### src/rtl/rmt_pkg.sv
package rmt_pkg;
    parameter int ARCH_REGS = 16;
    parameter int PHYS_TAGS = 8;
    localparam int AW = $clog2(ARCH_REGS);
    localparam int TW = $clog2(PHYS_TAGS);

    typedef logic [AW-1:0] arch_t;
    typedef logic [TW-1:0] tag_t;
    typedef logic [PHYS_TAGS-1:0] pool_t;

    typedef struct packed {
        logic live;
        tag_t tag;
    } map_ent_t;

    // lowest set bit of the pool, zero when the pool is empty
    function automatic tag_t lowest_free(input pool_t pool);
        tag_t pick;
        pick = '0;
        for (int k = PHYS_TAGS - 1; k >= 0; k--) begin
            if (pool[k]) pick = tag_t'(k);
        end
        return pick;
    endfunction
endpackage

### src/rtl/rmt_free_pool.sv
module rmt_free_pool
    import rmt_pkg::*;
(
    input  logic  clk,
    input  logic  rst,
    input  logic  take_en,
    input  logic  give_en,
    input  tag_t  give_tag,
    output logic  any_free,
    output tag_t  pick_tag,
    output pool_t pool_q
);
    pool_t take_mask, give_mask;

    assign any_free = |pool_q;
    assign pick_tag = lowest_free(pool_q);

    always_comb begin
        take_mask = '0;
        give_mask = '0;
        if (take_en) take_mask[pick_tag] = 1'b1;
        if (give_en) give_mask[give_tag] = 1'b1;
    end

    always_ff @(posedge clk) begin
        if (rst) pool_q <= '1;
        else     pool_q <= (pool_q & ~take_mask) | give_mask;
    end

    // allocation only ever happens with a tag in the pool
    p_take_needs_free_r6: assert property (@(posedge clk) disable iff (rst)
        take_en |-> any_free);

    // an allocated tag has left the pool at the next edge
    p_taken_leaves_r2: assert property (@(posedge clk) disable iff (rst)
        take_en && !(give_en && give_tag == pick_tag) |=> !pool_q[$past(pick_tag)]);

    // a released tag is free at the next edge
    p_release_returns_r7: assert property (@(posedge clk) disable iff (rst)
        give_en |=> pool_q[$past(give_tag)]);
endmodule

### src/rtl/rmt_map.sv
module rmt_map
    import rmt_pkg::*;
(
    input  logic     clk,
    input  logic     rst,
    input  logic     wr_en,
    input  arch_t    wr_reg,
    input  tag_t     wr_tag,
    input  logic     clr_en,
    input  tag_t     clr_tag,
    input  arch_t    rd_a,
    input  arch_t    rd_b,
    input  pool_t    pool_i,
    output map_ent_t ent_a,
    output map_ent_t ent_b
);
    map_ent_t map_q [ARCH_REGS];

    assign ent_a = map_q[rd_a];
    assign ent_b = map_q[rd_b];

    for (genvar i = 0; i < ARCH_REGS; i++) begin : g_ent
        logic hit_wr, hit_clr;
        assign hit_wr  = wr_en && (wr_reg == arch_t'(i));
        assign hit_clr = clr_en && map_q[i].live && (map_q[i].tag == clr_tag);

        always_ff @(posedge clk) begin
            if (rst) begin
                map_q[i] <= '0;
            end else if (hit_wr) begin
                map_q[i] <= '{live: 1'b1, tag: wr_tag};
            end else if (hit_clr) begin
                map_q[i].live <= 1'b0;
            end
        end

        // a release of the held tag drops the entry unless it is rewritten
        p_release_clears_r8: assert property (@(posedge clk) disable iff (rst)
            clr_en && map_q[i].live && map_q[i].tag == clr_tag && !hit_wr
            |=> !map_q[i].live);

        // a release of another tag leaves the entry alone
        p_release_keeps_r8: assert property (@(posedge clk) disable iff (rst)
            clr_en && map_q[i].live && map_q[i].tag != clr_tag && !hit_wr
            |=> map_q[i].live && $stable(map_q[i].tag));

        // a tag held by the map is never in the free pool
        p_live_tag_busy_r7: assert property (@(posedge clk) disable iff (rst)
            map_q[i].live |-> !pool_i[map_q[i].tag]);
    end

    // a write is visible as the newest name one cycle later
    p_write_lands_r4: assert property (@(posedge clk) disable iff (rst)
        wr_en |=> map_q[$past(wr_reg)].live && map_q[$past(wr_reg)].tag == $past(wr_tag));
endmodule

### src/rtl/rename_map_table.sv
module rename_map_table
    import rmt_pkg::*;
(
    input  logic              clk,
    input  logic              rst,
    input  logic              in_valid,
    output logic              in_ready,
    input  logic [AW-1:0]     src_a_reg,
    input  logic [AW-1:0]     src_b_reg,
    input  logic              dst_en,
    input  logic [AW-1:0]     dst_reg,
    output logic              src_a_mapped,
    output logic [TW-1:0]     src_a_tag,
    output logic              src_b_mapped,
    output logic [TW-1:0]     src_b_tag,
    output logic [TW-1:0]     dst_tag,
    input  logic              rel_valid,
    input  logic [TW-1:0]     rel_tag
);
    logic     any_free, alloc_fire;
    tag_t     pick;
    pool_t    pool;
    map_ent_t ent_a, ent_b;

    assign in_ready   = any_free;
    assign alloc_fire = in_valid && any_free && dst_en;

    rmt_free_pool i_pool (
        .clk      (clk),
        .rst      (rst),
        .take_en  (alloc_fire),
        .give_en  (rel_valid),
        .give_tag (rel_tag),
        .any_free (any_free),
        .pick_tag (pick),
        .pool_q   (pool)
    );

    rmt_map i_map (
        .clk     (clk),
        .rst     (rst),
        .wr_en   (alloc_fire),
        .wr_reg  (dst_reg),
        .wr_tag  (pick),
        .clr_en  (rel_valid),
        .clr_tag (rel_tag),
        .rd_a    (src_a_reg),
        .rd_b    (src_b_reg),
        .pool_i  (pool),
        .ent_a   (ent_a),
        .ent_b   (ent_b)
    );

    // sources come from the map as it stood before this instruction's write
    assign src_a_mapped = ent_a.live;
    assign src_a_tag    = ent_a.tag;
    assign src_b_mapped = ent_b.live;
    assign src_b_tag    = ent_b.tag;
    assign dst_tag      = pick;

    // a translated source never names a tag that sits in the free pool
    p_src_not_free_r3: assert property (@(posedge clk) disable iff (rst)
        src_a_mapped |-> !pool[src_a_tag]);

    // with the pool empty nothing is accepted and the pool stays empty
    p_stall_holds_r6: assert property (@(posedge clk) disable iff (rst)
        !in_ready && !rel_valid |=> !in_ready);
endmodule

### config.mk
export PLATFORM = sky130hd
export DESIGN_NAME = rename_map_table
export DESIGN_NICKNAME = d
export VERILOG_FILES = /design/src/rtl/rmt_pkg.sv /design/src/rtl/rmt_free_pool.sv /design/src/rtl/rmt_map.sv /design/src/rtl/rename_map_table.sv
export SDC_FILE = /design/constraint.sdc
export NUM_CORES = 1
export LEC_CHECK = 0
export ABC_AREA = 1
export BUFFER_PORTS_ARGS = -buffer_cell sky130_fd_sc_hd__buf_2
export CAP_MARGIN = 10
export CORE_MARGIN = 2
export CORE_UTILIZATION = 68
export CTS_BUF_LIST = sky130_fd_sc_hd__clkbuf_4
export DETAILED_ROUTE_END_ITERATION = 16
export PLACE_DENSITY = 0.95
export SYNTH_ARGS = -nofsm -noshare
export SYNTH_HDL_FRONTEND = slang
export SYNTH_SLANG_ARGS = --single-unit
### constraint.sdc
create_clock -name clk -period 4.1 [get_ports clk]
set_clock_uncertainty 0.15 [all_clocks]
set_input_delay 0.205 -clock clk [delete_from_list [all_inputs] [get_ports clk]]
set_output_delay 0.205 -clock clk [all_outputs]
set_load 0.02 [all_outputs]
==> reports/qor.log <==
qor: logic_synthesis.synth-seq-area-share 41.4%
qor: power.peakVddDrop 0.000243 V
qor: timing.tightestPinTransition 962 ps
qor: power.power.switching_fraction 30.5%
qor: final_layout.fill_cells 578
qor: timing.slew_headroom 35.9%
qor: routing.dr_drc_count 0
qor: power.share_of_power_burned_in_combinational_logic 18.5%
qor: routing.routed_wire_length_per_instance 17.4 µm
qor: timing.grt_setup_unrepaired false
qor: final_layout.flow.area_growth_from_synthesis 4.43%
qor: setup_path.worst_path_bufs_invs 3
qor: timing.achievable-frequency 0.408 GHz
qor: routing.drt-vias-per-instance 6.45
qor: setup_path.cp_max_fo 22
qor: setup_path.cp_max_delay_cell nand2_1
qor: clock_network.cts_repair_resize_count 0
qor: die.floorplan.initialDensity 69.7%
qor: timing.totalNegativeSetupSlack 0 ps
qor: worst_hold_path.min-delay-path-class input pin to flop
qor: final_layout.ff_latch_area 2080 µm²
qor: timing.finalMaxSlewViolations 0
qor: final_layout.layout-drive-gt1-share 11.3%
qor: routing.final_antenna_net_count 0
qor: die.chipHeight 90.0 µm
qor: clock_network.cts_root_buffer clkbuf_4
qor: die.die_width 90.0 µm
qor: timing.fin_crit 2450 ps
qor: final_layout.fin_util 72.8%
qor: power.power.internal 1.04 mW
qor: logic_synthesis.ys_seq_elements 72
qor: final_layout.layout.nets 681
qor: clock_network.cts_setup_buffers 0
qor: clock_network.cts_made_buffers 9
qor: timing.finalHoldViolCount 0
qor: logic_synthesis.synth_area_leaders edfxtp_1 38%, nand2_1 9.1%, nand3_1 6.9%
qor: setup_path.crit_chain inv_1 > nand2_1 > nand2_1 > nand2_1 > nand2_1 > nand2_1 > nand2_1 > nand2_1 > inv_1 > buf_2
qor: clock_network.cts.sink_count 72
qor: die.core 7210 µm²
qor: global_route.global_route.usage.total 33.4%
qor: logic_synthesis.synth_top_area_cell edfxtp_1
qor: setup_path.worst_setup_path_start_kind flop
qor: run_status.run_status finished clean
qor: logic_synthesis.postSynth.asyncResetShare 0%
qor: placement.routabilityCongestion 0.919
qor: routing.wirelength 13.3 mm
qor: clock_network.ctsLongestPathBuffers 2
qor: power.netSwitchingPower 0.455 mW
qor: logic_synthesis.synth-warning-count 0
qor: logic_synthesis.syn_avg_cell_area 7.63 µm²
qor: logic_synthesis.postSynth.topFlopCell edfxtp_1
qor: power.powerDensity 284 nW/µm²
qor: global_route.global_route.overflow_total 0
qor: logic_synthesis.synth_enable_flop_cells 64
qor: logic_synthesis.post_synth_instance_area 5030 µm²
qor: setup_path.worst_ep_arrival_time 2090 ps
qor: clock_network.cts_tree yes
qor: timing.endpoints_failing_setup 0
qor: logic_synthesis.synth_most_common_cell nand2_1
qor: global_route.grt_pass1_wl 21.4 mm
qor: power.static-leakage-power 2.27 nW
qor: die.boundaryPins 32
qor: placement.port-buffer-count 31
qor: logic_synthesis.synthesis.instances 659
qor: setup_path.critical_path.top_delay_family simple AND/OR/NAND/NOR gates
qor: routing.drt_first_pass_iters 9
qor: logic_synthesis.yosys.area.top_type_share 38.2%
qor: final_layout.multiInputGateArea 2450 µm²
qor: clock_network.clock_tree.htree_level_count 3
qor: placement.detailedPlacementHpwl 9.39 mm
qor: clock_network.clkTransAtPathRegs 110 ps
qor: timing.final.period_utilization 59.8%
qor: job.max_cap_violations 0
qor: die.std_cell_rows 31
qor: logic_synthesis.synthesis.nets 679
qor: routing.drt_first_iter_violations 865
qor: setup_path.crit_path_end_kind output port
qor: setup_path.path_common_cell nand2_1
qor: die.die_footprint 8100 µm²
qor: logic_synthesis.synth_common_cells 122 x nand2_1, 81 x inv_1, 72 x nor2_1
qor: clock_network.hold_fix_buffers_at_cts 1
qor: clock_network.worst_skew_pair.late_latency 410 ps
qor: global_route.antenna_found_initial 1
qor: global_route.grt_pass1_vias 4574
qor: setup_path.cpPeakStageDelay 680 ps
qor: global_route.grt_max_degree 65
qor: setup_path.path_class flop to output port
qor: logic_synthesis.synth_cell_types 32
qor: setup_path.worst_ep_required_time 3740 ps
qor: power.pwr-share-seq 56.6%
qor: routing.detailroute.via_count 4944
qor: power.pwr-share-clk 24.9%
==> sequential cells by signal, summed over array words and instances, names as in the netlist <==
signal and count:
i_map.map_q 64, i_pool.pool_q 8
==> layer usage <==
metal  up-vias  share of wire [%]  GRT usage [%]
li1       2252                  -              -
met1      2228                 37           43.5
met2       410                 46           53.1
met3        54                 15           9.14
met4         0                2.7           13.8
met5         -                  0              0
==> cell type report <==
cell class,count,share of cell area [%]
Multi-Input combinational cell,460,46.6
Antenna cell,1,0.0476
Sequential cell,72,39.6
Inverter,85,6.07
Clock inverter,5,0.452
Clock buffer,11,1.57
Tap cell,99,2.36
Timing Repair Buffer,33,3.29
==> cells by family (layout without fill, tap and decap cells) <==
family | count (synthesis) | in the layout | share of synthesized area (%)
xor+xnor | 15 | 15 | 2.61
simple gates | 305 | 305 | 29.2
buf+inv | 127 | 134 | 9.97
flops | 72 | 72 | 41.4
other cells | 0 | 1 | 0
compound gates | 140 | 140 | 16.8
==> power groups by stage <==
stage	clock (mW)	combinational (mW)	sequential, mW
finish	0.371	0.276	0.844
global placement	0	0.256	0.857
detailed placement	0	0.267	0.860
global route	0.398	0.301	0.847
CTS	0.368	0.269	0.843
floorplan	0	0.203	0.852
==> worst register-to-register path, stage by stage (launching register included) <==
cell and delay (ps):
dfxtp_1 340, nor2_1 140, inv_1 50, nand2_1 70
nand2_1 50, nand2_1 660, nand3_1 220, inv_1 110
nand2_1 60, nand2_1 90, nand2_1 50
==> metrics by stage <==
stage	hold slack (ps)	worst slack (ps)	instances	power (mW)	cell area (µm²)
3_5_place_dp	313	2000	748	1.13	5130
6_report	194	1650	766	1.49	5250
3_3_place_gp	304	2080	748	1.11	5130
4_1_cts	177	1650	765	1.48	5250
2_1_floorplan	288	2530	659	1.05	5030
5_1_grt	218	1450	766	1.55	5250
==> cell usage in the layout, fill, tap and decap left out, types with 4 or more instances in the layout <==
cell      instances
nand2_1         122
inv_1            81
nor2_1           72
nand3_1          69
edfxtp_1         64
a21oi_1          40
o21ai_0          38
o211ai_1         37
buf_2            31
nand3_2          16
o22ai_1          13
clkbuf_4         11
xnor2_1           9
dfxtp_1           8
nand4_1           7
xor2_1            6
nor2_8            5
clkinv_1          5
nor3_1            4
==> final timing paths <==
kind                                       start                to  slack [ps]  cells past startpoint
worst max-delay path            i_pool.pool_q[6]        dst_tag[0]        1650                     10
worst min-delay path                    in_valid  i_pool.pool_q[7]         190                      6
worst max register to register  i_pool.pool_q[6]  i_pool.pool_q[4]        2010                     10
worst min register to register  i_pool.pool_q[6]  i_pool.pool_q[6]         330                      2
Note: power is estimated with default switching activity, not from simulation.
